--- src/rtl/wwd_pkg.sv ---
package wwd_pkg;

    typedef enum logic [2:0] {
        WS_OFF        = 3'd0,
        WS_IGNORE     = 3'd1,
        WS_FIRST_OPEN = 3'd2,
        WS_CLOSED     = 3'd3,
        WS_OPEN       = 3'd4,
        WS_RESET      = 3'd5
    } wwd_state_e;

    localparam logic [1:0] MODE_FAST = 2'b00;
    localparam logic [1:0] MODE_SLOW = 2'b01;

endpackage

--- src/rtl/wwd_trig_filter.sv ---
module wwd_trig_filter #(
    parameter int unsigned SYNC_STAGES = 2,
    parameter int unsigned PAT_LEN     = 4
) (
    input  logic clk,
    input  logic rst_n,
    input  logic tick,
    input  logic trig_in,
    output logic trg_ev
);
    localparam int unsigned HALF = PAT_LEN / 2;
    localparam logic [PAT_LEN-1:0] PATTERN = {{HALF{1'b1}}, {HALF{1'b0}}};

    logic [SYNC_STAGES-1:0] sync_q;
    logic [PAT_LEN-1:0]     smp_q;
    logic [PAT_LEN-1:0]     smp_nxt;

    assign smp_nxt = {smp_q[PAT_LEN-2:0], sync_q[SYNC_STAGES-1]};

    always_ff @(posedge clk or negedge rst_n) begin
        if (!rst_n) begin
            sync_q <= '0;
            smp_q  <= '0;
            trg_ev <= 1'b0;
        end else begin
            sync_q <= {sync_q[SYNC_STAGES-2:0], trig_in};
            trg_ev <= 1'b0;
            if (tick) begin
                smp_q  <= smp_nxt;
                trg_ev <= (smp_nxt == PATTERN);
            end
        end
    end

endmodule

--- src/rtl/wwd_enable_hyst.sv ---
module wwd_enable_hyst (
    input  logic clk,
    input  logic rst_n,
    input  logic cur_lo,
    input  logic cur_hi,
    output logic en_q
);
    always_ff @(posedge clk or negedge rst_n) begin
        if (!rst_n)      en_q <= 1'b1;
        else if (cur_hi) en_q <= 1'b1;
        else if (cur_lo) en_q <= 1'b0;
    end
endmodule

--- src/rtl/wwd_fsm.sv ---
module wwd_fsm
    import wwd_pkg::*;
#(
    parameter int unsigned IGN_T    = 8,
    parameter int unsigned OPEN_T   = 8,
    parameter int unsigned CLOSED_T = 6,
    parameter int unsigned RST_T    = 3,
    parameter int unsigned LONG_MUL = 4,
    parameter int unsigned SLOW_MUL = 2
) (
    input  logic       clk,
    input  logic       rst_n,
    input  logic       tick,
    input  logic       trg_ev,
    input  logic       en_q,
    input  logic [1:0] mode,
    output wwd_state_e st,
    output logic       rst_out_n
);
    localparam int unsigned LONG_T = OPEN_T * LONG_MUL;
    localparam int unsigned MAX_A  = (IGN_T > LONG_T) ? IGN_T : LONG_T;
    localparam int unsigned MAX_B  = (CLOSED_T > RST_T) ? CLOSED_T : RST_T;
    localparam int unsigned MAX_F  = (MAX_A > MAX_B) ? MAX_A : MAX_B;
    localparam int unsigned CNT_W  = $clog2(MAX_F * SLOW_MUL + 1);

    wwd_state_e       st_nxt;
    logic [CNT_W-1:0] cnt;
    logic [CNT_W-1:0] lim;
    logic             slow_q;
    logic             expire;
    logic             mode_off;

    assign mode_off = mode[1];

    always_comb begin
        unique case (st)
            WS_IGNORE:     lim = slow_q ? CNT_W'(IGN_T * SLOW_MUL)    : CNT_W'(IGN_T);
            WS_FIRST_OPEN: lim = slow_q ? CNT_W'(LONG_T * SLOW_MUL)   : CNT_W'(LONG_T);
            WS_CLOSED:     lim = slow_q ? CNT_W'(CLOSED_T * SLOW_MUL) : CNT_W'(CLOSED_T);
            WS_OPEN:       lim = slow_q ? CNT_W'(OPEN_T * SLOW_MUL)   : CNT_W'(OPEN_T);
            WS_RESET:      lim = slow_q ? CNT_W'(RST_T * SLOW_MUL)    : CNT_W'(RST_T);
            default:       lim = '1;
        endcase
    end

    assign expire = tick && (cnt == lim - CNT_W'(1));

    always_comb begin
        st_nxt = st;
        if (!en_q) begin
            st_nxt = WS_OFF;
        end else begin
            unique case (st)
                WS_OFF:        if (!mode_off) st_nxt = WS_IGNORE;
                WS_IGNORE:     if (mode_off)  st_nxt = WS_OFF;
                               else if (expire) st_nxt = WS_FIRST_OPEN;
                WS_FIRST_OPEN,
                WS_OPEN:       if (trg_ev)    st_nxt = WS_CLOSED;
                               else if (expire) st_nxt = WS_RESET;
                WS_CLOSED:     if (trg_ev)    st_nxt = WS_RESET;
                               else if (expire) st_nxt = WS_OPEN;
                WS_RESET:      if (expire)    st_nxt = WS_IGNORE;
                default:       st_nxt = WS_IGNORE;
            endcase
        end
    end

    // state register, window counter and mode latch
    always_ff @(posedge clk or negedge rst_n) begin
        if (!rst_n) begin
            st     <= WS_IGNORE;
            cnt    <= '0;
            slow_q <= 1'b0;
        end else begin
            st <= st_nxt;
            if (st_nxt != st || st == WS_OFF) cnt <= '0;
            else if (tick)                    cnt <= cnt + CNT_W'(1);
            if (st == WS_IGNORE || st == WS_OFF)
                slow_q <= (mode == MODE_SLOW);
        end
    end

    // output register
    always_ff @(posedge clk or negedge rst_n) begin
        if (!rst_n) rst_out_n <= 1'b1;
        else        rst_out_n <= (st_nxt != WS_RESET);
    end

endmodule

--- src/rtl/win_watchdog.sv ---
module win_watchdog
    import wwd_pkg::*;
#(
    parameter int unsigned IGN_T       = 8,
    parameter int unsigned OPEN_T      = 8,
    parameter int unsigned CLOSED_T    = 6,
    parameter int unsigned RST_T       = 3,
    parameter int unsigned LONG_MUL    = 4,
    parameter int unsigned SLOW_MUL    = 2,
    parameter int unsigned SYNC_STAGES = 2,
    parameter int unsigned PAT_LEN     = 4
) (
    input  logic       clk,
    input  logic       rst_n,
    input  logic       tick,
    input  logic       trig_in,
    input  logic       cur_lo,
    input  logic       cur_hi,
    input  logic [1:0] mode,
    output logic       rst_out_n
);
    logic       trg_ev;
    logic       en_q;
    wwd_state_e st;

    wwd_trig_filter #(
        .SYNC_STAGES(SYNC_STAGES),
        .PAT_LEN    (PAT_LEN)
    ) u_filter (
        .clk    (clk),
        .rst_n  (rst_n),
        .tick   (tick),
        .trig_in(trig_in),
        .trg_ev (trg_ev)
    );

    wwd_enable_hyst u_enable (
        .clk   (clk),
        .rst_n (rst_n),
        .cur_lo(cur_lo),
        .cur_hi(cur_hi),
        .en_q  (en_q)
    );

    wwd_fsm #(
        .IGN_T   (IGN_T),
        .OPEN_T  (OPEN_T),
        .CLOSED_T(CLOSED_T),
        .RST_T   (RST_T),
        .LONG_MUL(LONG_MUL),
        .SLOW_MUL(SLOW_MUL)
    ) u_fsm (
        .clk      (clk),
        .rst_n    (rst_n),
        .tick     (tick),
        .trg_ev   (trg_ev),
        .en_q     (en_q),
        .mode     (mode),
        .st       (st),
        .rst_out_n(rst_out_n)
    );

endmodule

--- config.mk ---
export PLATFORM = sky130hd
export DESIGN_NAME = win_watchdog
export DESIGN_NICKNAME = d
export VERILOG_FILES = /design/src/rtl/wwd_pkg.sv /design/src/rtl/wwd_trig_filter.sv /design/src/rtl/wwd_enable_hyst.sv /design/src/rtl/wwd_fsm.sv /design/src/rtl/win_watchdog.sv
export SDC_FILE = /design/constraint.sdc
export NUM_CORES = 1
export LEC_CHECK = 0
export BUFFER_PORTS_ARGS = -buffer_cell sky130_fd_sc_hd__buf_2
export CORE_ASPECT_RATIO = 2
export CORE_MARGIN = 8
export CORE_UTILIZATION = 32
export CTS_CLUSTER_SIZE = 20
export DETAILED_ROUTE_END_ITERATION = 6
export PLACE_DENSITY = 0.57
export SLEW_MARGIN = 20
export SYNTH_ARGS = -nofsm -noshare
export SYNTH_HDL_FRONTEND = slang
export SYNTH_SLANG_ARGS = --single-unit
--- constraint.sdc ---
create_clock -name clk -period 4.37 [get_ports clk]
set_input_delay 0.437 -clock clk [delete_from_list [all_inputs] [get_ports clk]]
set_output_delay 0.437 -clock clk [all_outputs]
set_load 0.005 [all_outputs]
======== Yosys cells after proc, flatten, opt, wreduce, memory -nomap -nowiden ========
Cells that the tools add are included.
storage, ports and cells
  word-level logic and storage cells ...... 48
  input port bits ......................... 8
  ROM bits ................................ 0
  memories kept ........................... 0
  bits in latches ......................... 0
  memory bits (writable) .................. 0
  output and inout port bits .............. 1
  bits in registers ....................... 19
operators by class
  divide/modulo/power cells ............... 0
  add/subtract/negate cells ............... 2
  bitwise logic cells ..................... 0
  equal/unequal tests ..................... 10
  magnitude comparators ................... 0
  shifts and indexed selects .............. 0
  multiply operators ...................... 0
  mux-type cells .......................... 20
  reduce and logical (&&, ||, !) cells .... 8
operators by type and width
  kind                 number
  $mux 3               10
  $pmux 7 s4           1
  $mux 7               3
  $pmux 3 s5           1
  $add 7x1->7 const B  1
  $eq 7x7->1           1
  $sub 7x1->7 const B  1
  $eq 3x2->1 const B   2
  $eq 3x3->1 const B   2
  $mux 5               1
  $eq 4x4->1 const B   1
  $mux 4               1
  $reduce_bool 2->1    2
  $reduce_or 2->1      2
  $eq 3x1->1 const B   1
  $logic_not 3->1      1
  $mux 1               3
  $ne 3x3->1           1
  $ne 3x3->1 const B   1
  $eq 2x1->1 const B   1
  $logic_or 1x1->1     2
  $logic_and 1x1->1    1

======== Depth between registers and ports, before layout ========
  word-level depth ........................ 13
  gate-level depth with buffers ........... 14
  mapped depth without buffers ............ 11

======== Modules after synthesis ========
Synthesis repeated with hierarchy kept, for this count alone.
unflattened totals
  cell total of the unflattened synthesis .. 145
  area, all modules ....................... 1,302.5 sq um
modules (own cells, without submodules)
  module           instances  area each (sq um)  cells each  seq. area each (sq um)
  wwd_fsm          1          1,068.5            131         302.8
  wwd_trig_filter  1          196.4              11          150.1
  wwd_enable_hyst  1          37.5               3           26.3

======== Worst setup path before layout ========
No wires, ideal clock.
  path type ............................... register -> register
  start point ............................. reg u_fsm.st[0]
  end point ............................... reg u_fsm.rst_out_n
  clock period less this slack ............ 3.473 ns
  library setup time ...................... 0.088 ns
  required time ........................... 4.282 ns
  setup slack ............................. 0.897 ns
  arrival ................................. 3.385 ns
  buffers on the path ..................... 3
  stages on the path, launching flop included .. 14
  cell sequence ........................... dfstp_2 -> buf_6 -> buf_2 -> buf_1 -> a21o_1 -> a21oi_1 -> ha_1 -> and3b_2 -> and2_1 -> or4_1 -> a22oi_2 -> nand2_2 -> mux2i_4 -> or3b_1
on the way
  cells in the longest elaborated chain, start to end .. 11
  elaborated cells on any way between the ends .. 23
  those cells by class .................... add/sub (1); eq/ne (7); mux (11); reduce/logical (4)
RTL lines
  element                                          RTL line                                     RTL
  from (decl)                                      wwd_fsm.sv:17                                output wwd_state_e st,
  from (signal assigned)                           wwd_fsm.sv:75                                st <= st_nxt;
  $eq 3x3->1 / $eq 3x1->1 (equally long branches)  wwd_fsm.sv:36, wwd_fsm.sv:53
  $reduce_or 2->1 (no line)                        -
  $pmux 7 s4                                       wwd_fsm.sv:36                                unique case (st)
  $sub 7x1->7                                      wwd_fsm.sv:46                                assign expire = tick && (cnt == lim - CNT_W'(1));
  $eq 7x7->1                                       wwd_fsm.sv:46
  $logic_and 1x1->1                                wwd_fsm.sv:46
  $mux 3, on equally long branches                 wwd_fsm.sv:61, wwd_fsm.sv:56, wwd_fsm.sv:59
  $mux 3, on equally long branches                 wwd_fsm.sv:60, wwd_fsm.sv:55, wwd_fsm.sv:58
  $pmux 3 s5 (*)                                   wwd_fsm.sv:53                                unique case (st)
  $mux 3 (*)                                       wwd_fsm.sv:50                                if (!en_q) begin
  net u_fsm.st_nxt[0]                              wwd_fsm.sv:26                                wwd_state_e st_nxt;
  $ne 3x3->1 (*)                                   wwd_fsm.sv:86                                else rst_out_n <= (st_nxt != WS_RESET);
  to (signal assigned)                             wwd_fsm.sv:86
  to (decl)                                        wwd_fsm.sv:18                                output logic rst_out_n
The timed path passes the listed nets; every way through them passes the cells marked *.
A chain may end at the register's enable or synchronous reset.

======== Worst setup path after layout ========
  start point ............................. reg u_fsm.slow_q
  end point ............................... reg u_fsm.rst_out_n
on the way
  cells in the longest elaborated chain, start to end .. 10
  elaborated cells on any way between the ends .. 18
  those cells by class .................... add/sub (1); eq/ne (2); mux (14); reduce/logical (1)
RTL lines
  element                           RTL line                                     RTL
  from (decl)                       wwd_fsm.sv:29                                logic slow_q;
  from (signal assigned)            wwd_fsm.sv:79                                slow_q <= (mode == MODE_SLOW);
  $mux 3 (tied with other cells)    wwd_fsm.sv:41                                WS_RESET: lim = slow_q ? CNT_W'(RST_T * SLOW_MUL) : CNT_W'(RST_T);
  $pmux 7 s4 (*)                    wwd_fsm.sv:36
  $sub 7x1->7 (*)                   wwd_fsm.sv:46
  $eq 7x7->1 (*)                    wwd_fsm.sv:46
  $logic_and 1x1->1 (*)             wwd_fsm.sv:46
  $mux 3, on equally long branches  wwd_fsm.sv:61, wwd_fsm.sv:56, wwd_fsm.sv:59
  $mux 3, on equally long branches  wwd_fsm.sv:60, wwd_fsm.sv:55, wwd_fsm.sv:58
  $pmux 3 s5 (*)                    wwd_fsm.sv:53
  $mux 3 (*)                        wwd_fsm.sv:50
  net u_fsm.st_nxt[0]               wwd_fsm.sv:26
  $ne 3x3->1 (*)                    wwd_fsm.sv:86
Marks and branches as above.

==> parameters.txt <==
Parameter                              Value

Run status
  Outcome    finished, final reports clean

STA
  Shortest period the worst path allows    3.525 ns
  Setup repair after global routing missed its margin    no
  Number of slew-limit violations in the final report    0
  Worst Skew    0.004998 ns
  Setup tns final    0 ns
  Number of hold violations in the final report    0
  Measured slew at the worst slew-check pin    0.4553 ns
  Max transition margin    0.6937
  WHS    0.1223 ns
  Achievable Freq    283.7 MHz
  Final number of setup-violating endpoints    0
  Final Cycle Share    0.8066

Power
  Maximum resistive drop on vdd    around 170 uV
  Switching portion of total power    0.2763
  Proportion of power drawn by flip-flops and latches    0.505
  Switching pwr    0.0001068 W
  Comb pwr share    0.174
  Power density of the placed cells    235.2 nW/um2
  Clock Power Share    0.320
  Leakage power    0.6627 nW
  Internal portion of total power    0.0002796 W

Floorplan
  Chip Width    around 65 um
  Row count    36
  I/O pin total    9
  Initial standard-cell utilization of the core    0.3229
  Floorplan die height    114.2 um
  Floorplan Core Area    4775 um2
  Full die area    between 7000 and 8000 um2

Worst setup path
  Launch point of the worst reg-to-reg path    u_fsm.slow_q
  Worst path required time    around 4.5 ns
  Launching element of the worst setup path    u_fsm.slow_q
  Length in cells of the worst reg-to-reg path    11
  Reg2reg end    u_fsm.rst_out_n
  Worst endpoint data arrival time    3.70 ns
  CP Capture Point    u_fsm.rst_out_n
  Highest net fanout along the worst path    11
  Crit path capture type    register
  Setup slack on the worst flop-to-flop path    0.85 ns
  Setup crit start kind    register
  Crit path kind    register to register

Final layout
  Fraction of final layout cells with drive strength greater than 1    0.1829
  Count of antenna diodes in the layout    0
  Non-Filler Cell Area, Final    roughly 1600 um2
  Fin cells    232
  Area added between synthesis and finish    6.575%
  Number of fill cells in the layout    523
  Net count of the finished layout    186
  Core utilization of the finished layout    0.3441

Clock tree
  Clk sink count    19
  TritonCTS clock tree    built
  Worst-Skew Late Latency    0.25 ns
  Gates resized, CTS repair    0
  Setup Buffers After CTS    0
  Clock-pin slew of the registers on the worst-case setup and hold paths    0.08 ns
  Hold bufs inserted after CTS    0
  Buffer depth of the longest clock path    2
  Number of H-tree levels    1
  Cts bufs inserted    3
  Library cell used as clock root buffer    sky130_fd_sc_hd__clkbuf_8

GRT
  Overflow after GRT    0
  Via count of the first global-routing pass    1222
  Pin count of the biggest net entering global routing    28
  Antenna violations before repair    0
  Total GRT Usage    0.09410
  First-pass GRT wire length    5.747 mm

Synthesis
  Top flip-flop cell by instance count after synthesis    sky130_fd_sc_hd__dfrtp_1
  Average footprint of a synthesized cell    8.910 um2
  Async SR Flop Fraction    1.000
  Synthesis-stage register bit count    19
  Post-Synthesis Cell Area    1541 um2
  Net count after synthesis    183
  Fraction of the yosys area taken by sequential cells    0.3109
  Synthesis warning total    0
  Synth cell types    54
  Number of synthesized flops with an enable pin    0
  Number of instances in the synthesized netlist    173

Placement
  Port bufs    8
  Cell Area, Placed    ~1600 um2
  Half-perimeter wire length after placement    2.330 mm
  GP Congestion    0.9183
  Total instance count after detailed placement    228

Detailed routing
  Number of iterations in the first detailed-routing pass    4
  Antenna violation net count after detailed routing    0
  Via-per-instance ratio    5.526
  Remaining routing DRC violations    0
  Final WL    about 3.3 mm
  Initial drt markers    43
  Detailed-route via count    1282
  Final routed wire length divided by cell count    between 10 and 15 um

Min path
  Class of the tightest hold or removal check    input port to asynchronous set/reset pin

Flow run
  Max-capacitance violation count    0
## critical path: stages, from the launching register on
cell	delay, ns
sky130_fd_sc_hd__dfrtp_1	0.56
sky130_fd_sc_hd__inv_1	0.17
sky130_fd_sc_hd__a21o_1	0.20
sky130_fd_sc_hd__a21oi_1	0.15
sky130_fd_sc_hd__ha_1	0.31
sky130_fd_sc_hd__xor2_1	0.36
sky130_fd_sc_hd__nor4_1	0.09
sky130_fd_sc_hd__nor4_1	0.46
sky130_fd_sc_hd__nor4_2	0.13
sky130_fd_sc_hd__nand2_2	0.16
sky130_fd_sc_hd__mux2i_4	0.46
sky130_fd_sc_hd__or3b_1	0.39
## synthesized netlist by cell type (3+ instances only)
master | count | area [um2]
sky130_fd_sc_hd__nand2_1 | 17 | 63.81
sky130_fd_sc_hd__xnor2_1 | 5 | 43.79
sky130_fd_sc_hd__inv_1 | 4 | 15.01
sky130_fd_sc_hd__mux2i_1 | 10 | 100.1
sky130_fd_sc_hd__nor4_1 | 3 | 18.77
sky130_fd_sc_hd__nand3b_1 | 9 | 67.56
sky130_fd_sc_hd__o21ai_0 | 7 | 35.03
sky130_fd_sc_hd__dfstp_2 | 3 | 78.83
sky130_fd_sc_hd__buf_6 | 3 | 33.78
sky130_fd_sc_hd__clkbuf_1 | 5 | 18.77
sky130_fd_sc_hd__buf_4 | 3 | 22.52
sky130_fd_sc_hd__dfrtp_1 | 16 | 400.4
sky130_fd_sc_hd__nor3_1 | 3 | 15.01
sky130_fd_sc_hd__nand4_1 | 3 | 18.77
sky130_fd_sc_hd__nor2_1 | 15 | 56.30
sky130_fd_sc_hd__mux2_2 | 4 | 45.04
sky130_fd_sc_hd__xor2_1 | 6 | 52.55
sky130_fd_sc_hd__a21oi_1 | 8 | 40.04
sky130_fd_sc_hd__nand3_1 | 3 | 15.01
## power groups by stage
stage,Combinational (W),Sequential (W),Clock [W]
2_1_floorplan,0.0000565,0.000192,0
3_3_place_gp,0.0000666,0.000198,0
3_5_place_dp,0.0000677,0.000198,0
4_1_cts,0.0000678,0.000195,0.000131
5_1_grt,0.0000751,0.000197,0.000137
6_report,0.0000674,0.000195,0.000124
## worst min path at each step
stage | endpoint | slack (ns) | depth (start not counted)
2_1_floorplan | u_filter.smp_q[0] | 0.14 | 0
3_3_place_gp | u_filter.sync_q[1] | 0.34 | 0
3_5_place_dp | u_filter.sync_q[1] | 0.34 | 0
4_1_cts | u_fsm.cnt[1] | 0.12 | 1
5_1_grt | u_fsm.cnt[1] | 0.15 | 1
6_report | u_fsm.cnt[1] | 0.12 | 1
## layer usage
layer | track usage | vias to the layer above | part of all wire
met5 | 0 | - | 0
met1 | 0.1181 | 623 | 0.46
met3 | 0.01373 | 2 | 0.033
met2 | 0.1562 | 29 | 0.49
met4 | 0.03519 | 0 | 0.012
li1 | - | 628 | -
## placed cells by master (no fill, tap or decap), types with 3 or more instances in the layout
cell,instances
sky130_fd_sc_hd__nor2_1,15
sky130_fd_sc_hd__xnor2_1,5
sky130_fd_sc_hd__nand3_1,3
sky130_fd_sc_hd__nand2_1,17
sky130_fd_sc_hd__o21ai_0,7
sky130_fd_sc_hd__nor4_1,3
sky130_fd_sc_hd__nor3_1,3
sky130_fd_sc_hd__dfrtp_1,16
sky130_fd_sc_hd__nand4_1,3
sky130_fd_sc_hd__buf_4,4
sky130_fd_sc_hd__mux2i_1,10
sky130_fd_sc_hd__dfstp_2,3
sky130_fd_sc_hd__clkbuf_8,3
sky130_fd_sc_hd__mux2_2,4
sky130_fd_sc_hd__xor2_1,6
sky130_fd_sc_hd__a21oi_1,8
sky130_fd_sc_hd__inv_1,4
sky130_fd_sc_hd__nand3b_1,9
sky130_fd_sc_hd__buf_2,8
## metrics by stage
stage | setup slack [ns] | power [W]
after floorplan | 0.8971 | 0.0002488
after global placement | 0.9819 | 0.0002646
after detailed placement | 0.8680 | 0.0002659
after CTS | 0.8411 | 0.0003943
after global routing | 0.5438 | 0.0004094
final | 0.8450 | 0.0003864
## final cells by class
class	instances	area (um2)	area share
Clock buffer	3	41.29	0.02513
Clock inverter	1	7.507	0.004570
Inverter	4	15.01	0.009139
Multi-Input combinational cell	136	958.4	0.5834
Sequential cell	19	479.2	0.2917
Tap cell	57	71.32	0.04341
Timing Repair Buffer	12	70.07	0.04265
## sequential cells by signal, indices dropped and copies added, names as in the netlist
name / flops
u_fsm.st: 3
u_fsm.slow_q: 1
u_fsm.cnt: 7
u_fsm.rst_out_n: 1
u_filter.smp_q: 3
u_filter.trg_ev: 1
u_enable.en_q: 1
u_filter.sync_q: 2
## logic make-up (layout without fill, tap and decap cells)
kind of cell	Yosys count	in the layout	synth area share
and+or+nand+nor	74	74	0.2833
AOI/OAI and AO/OA	34	34	0.1510
DFF	19	19	0.3109
buffers and inverters	18	20	0.06736
muxes	15	15	0.1088
xor gates and xnor gates	11	11	0.06250
adders and majority gates	2	2	0.01623
Power figures use the tool's default switching activity.
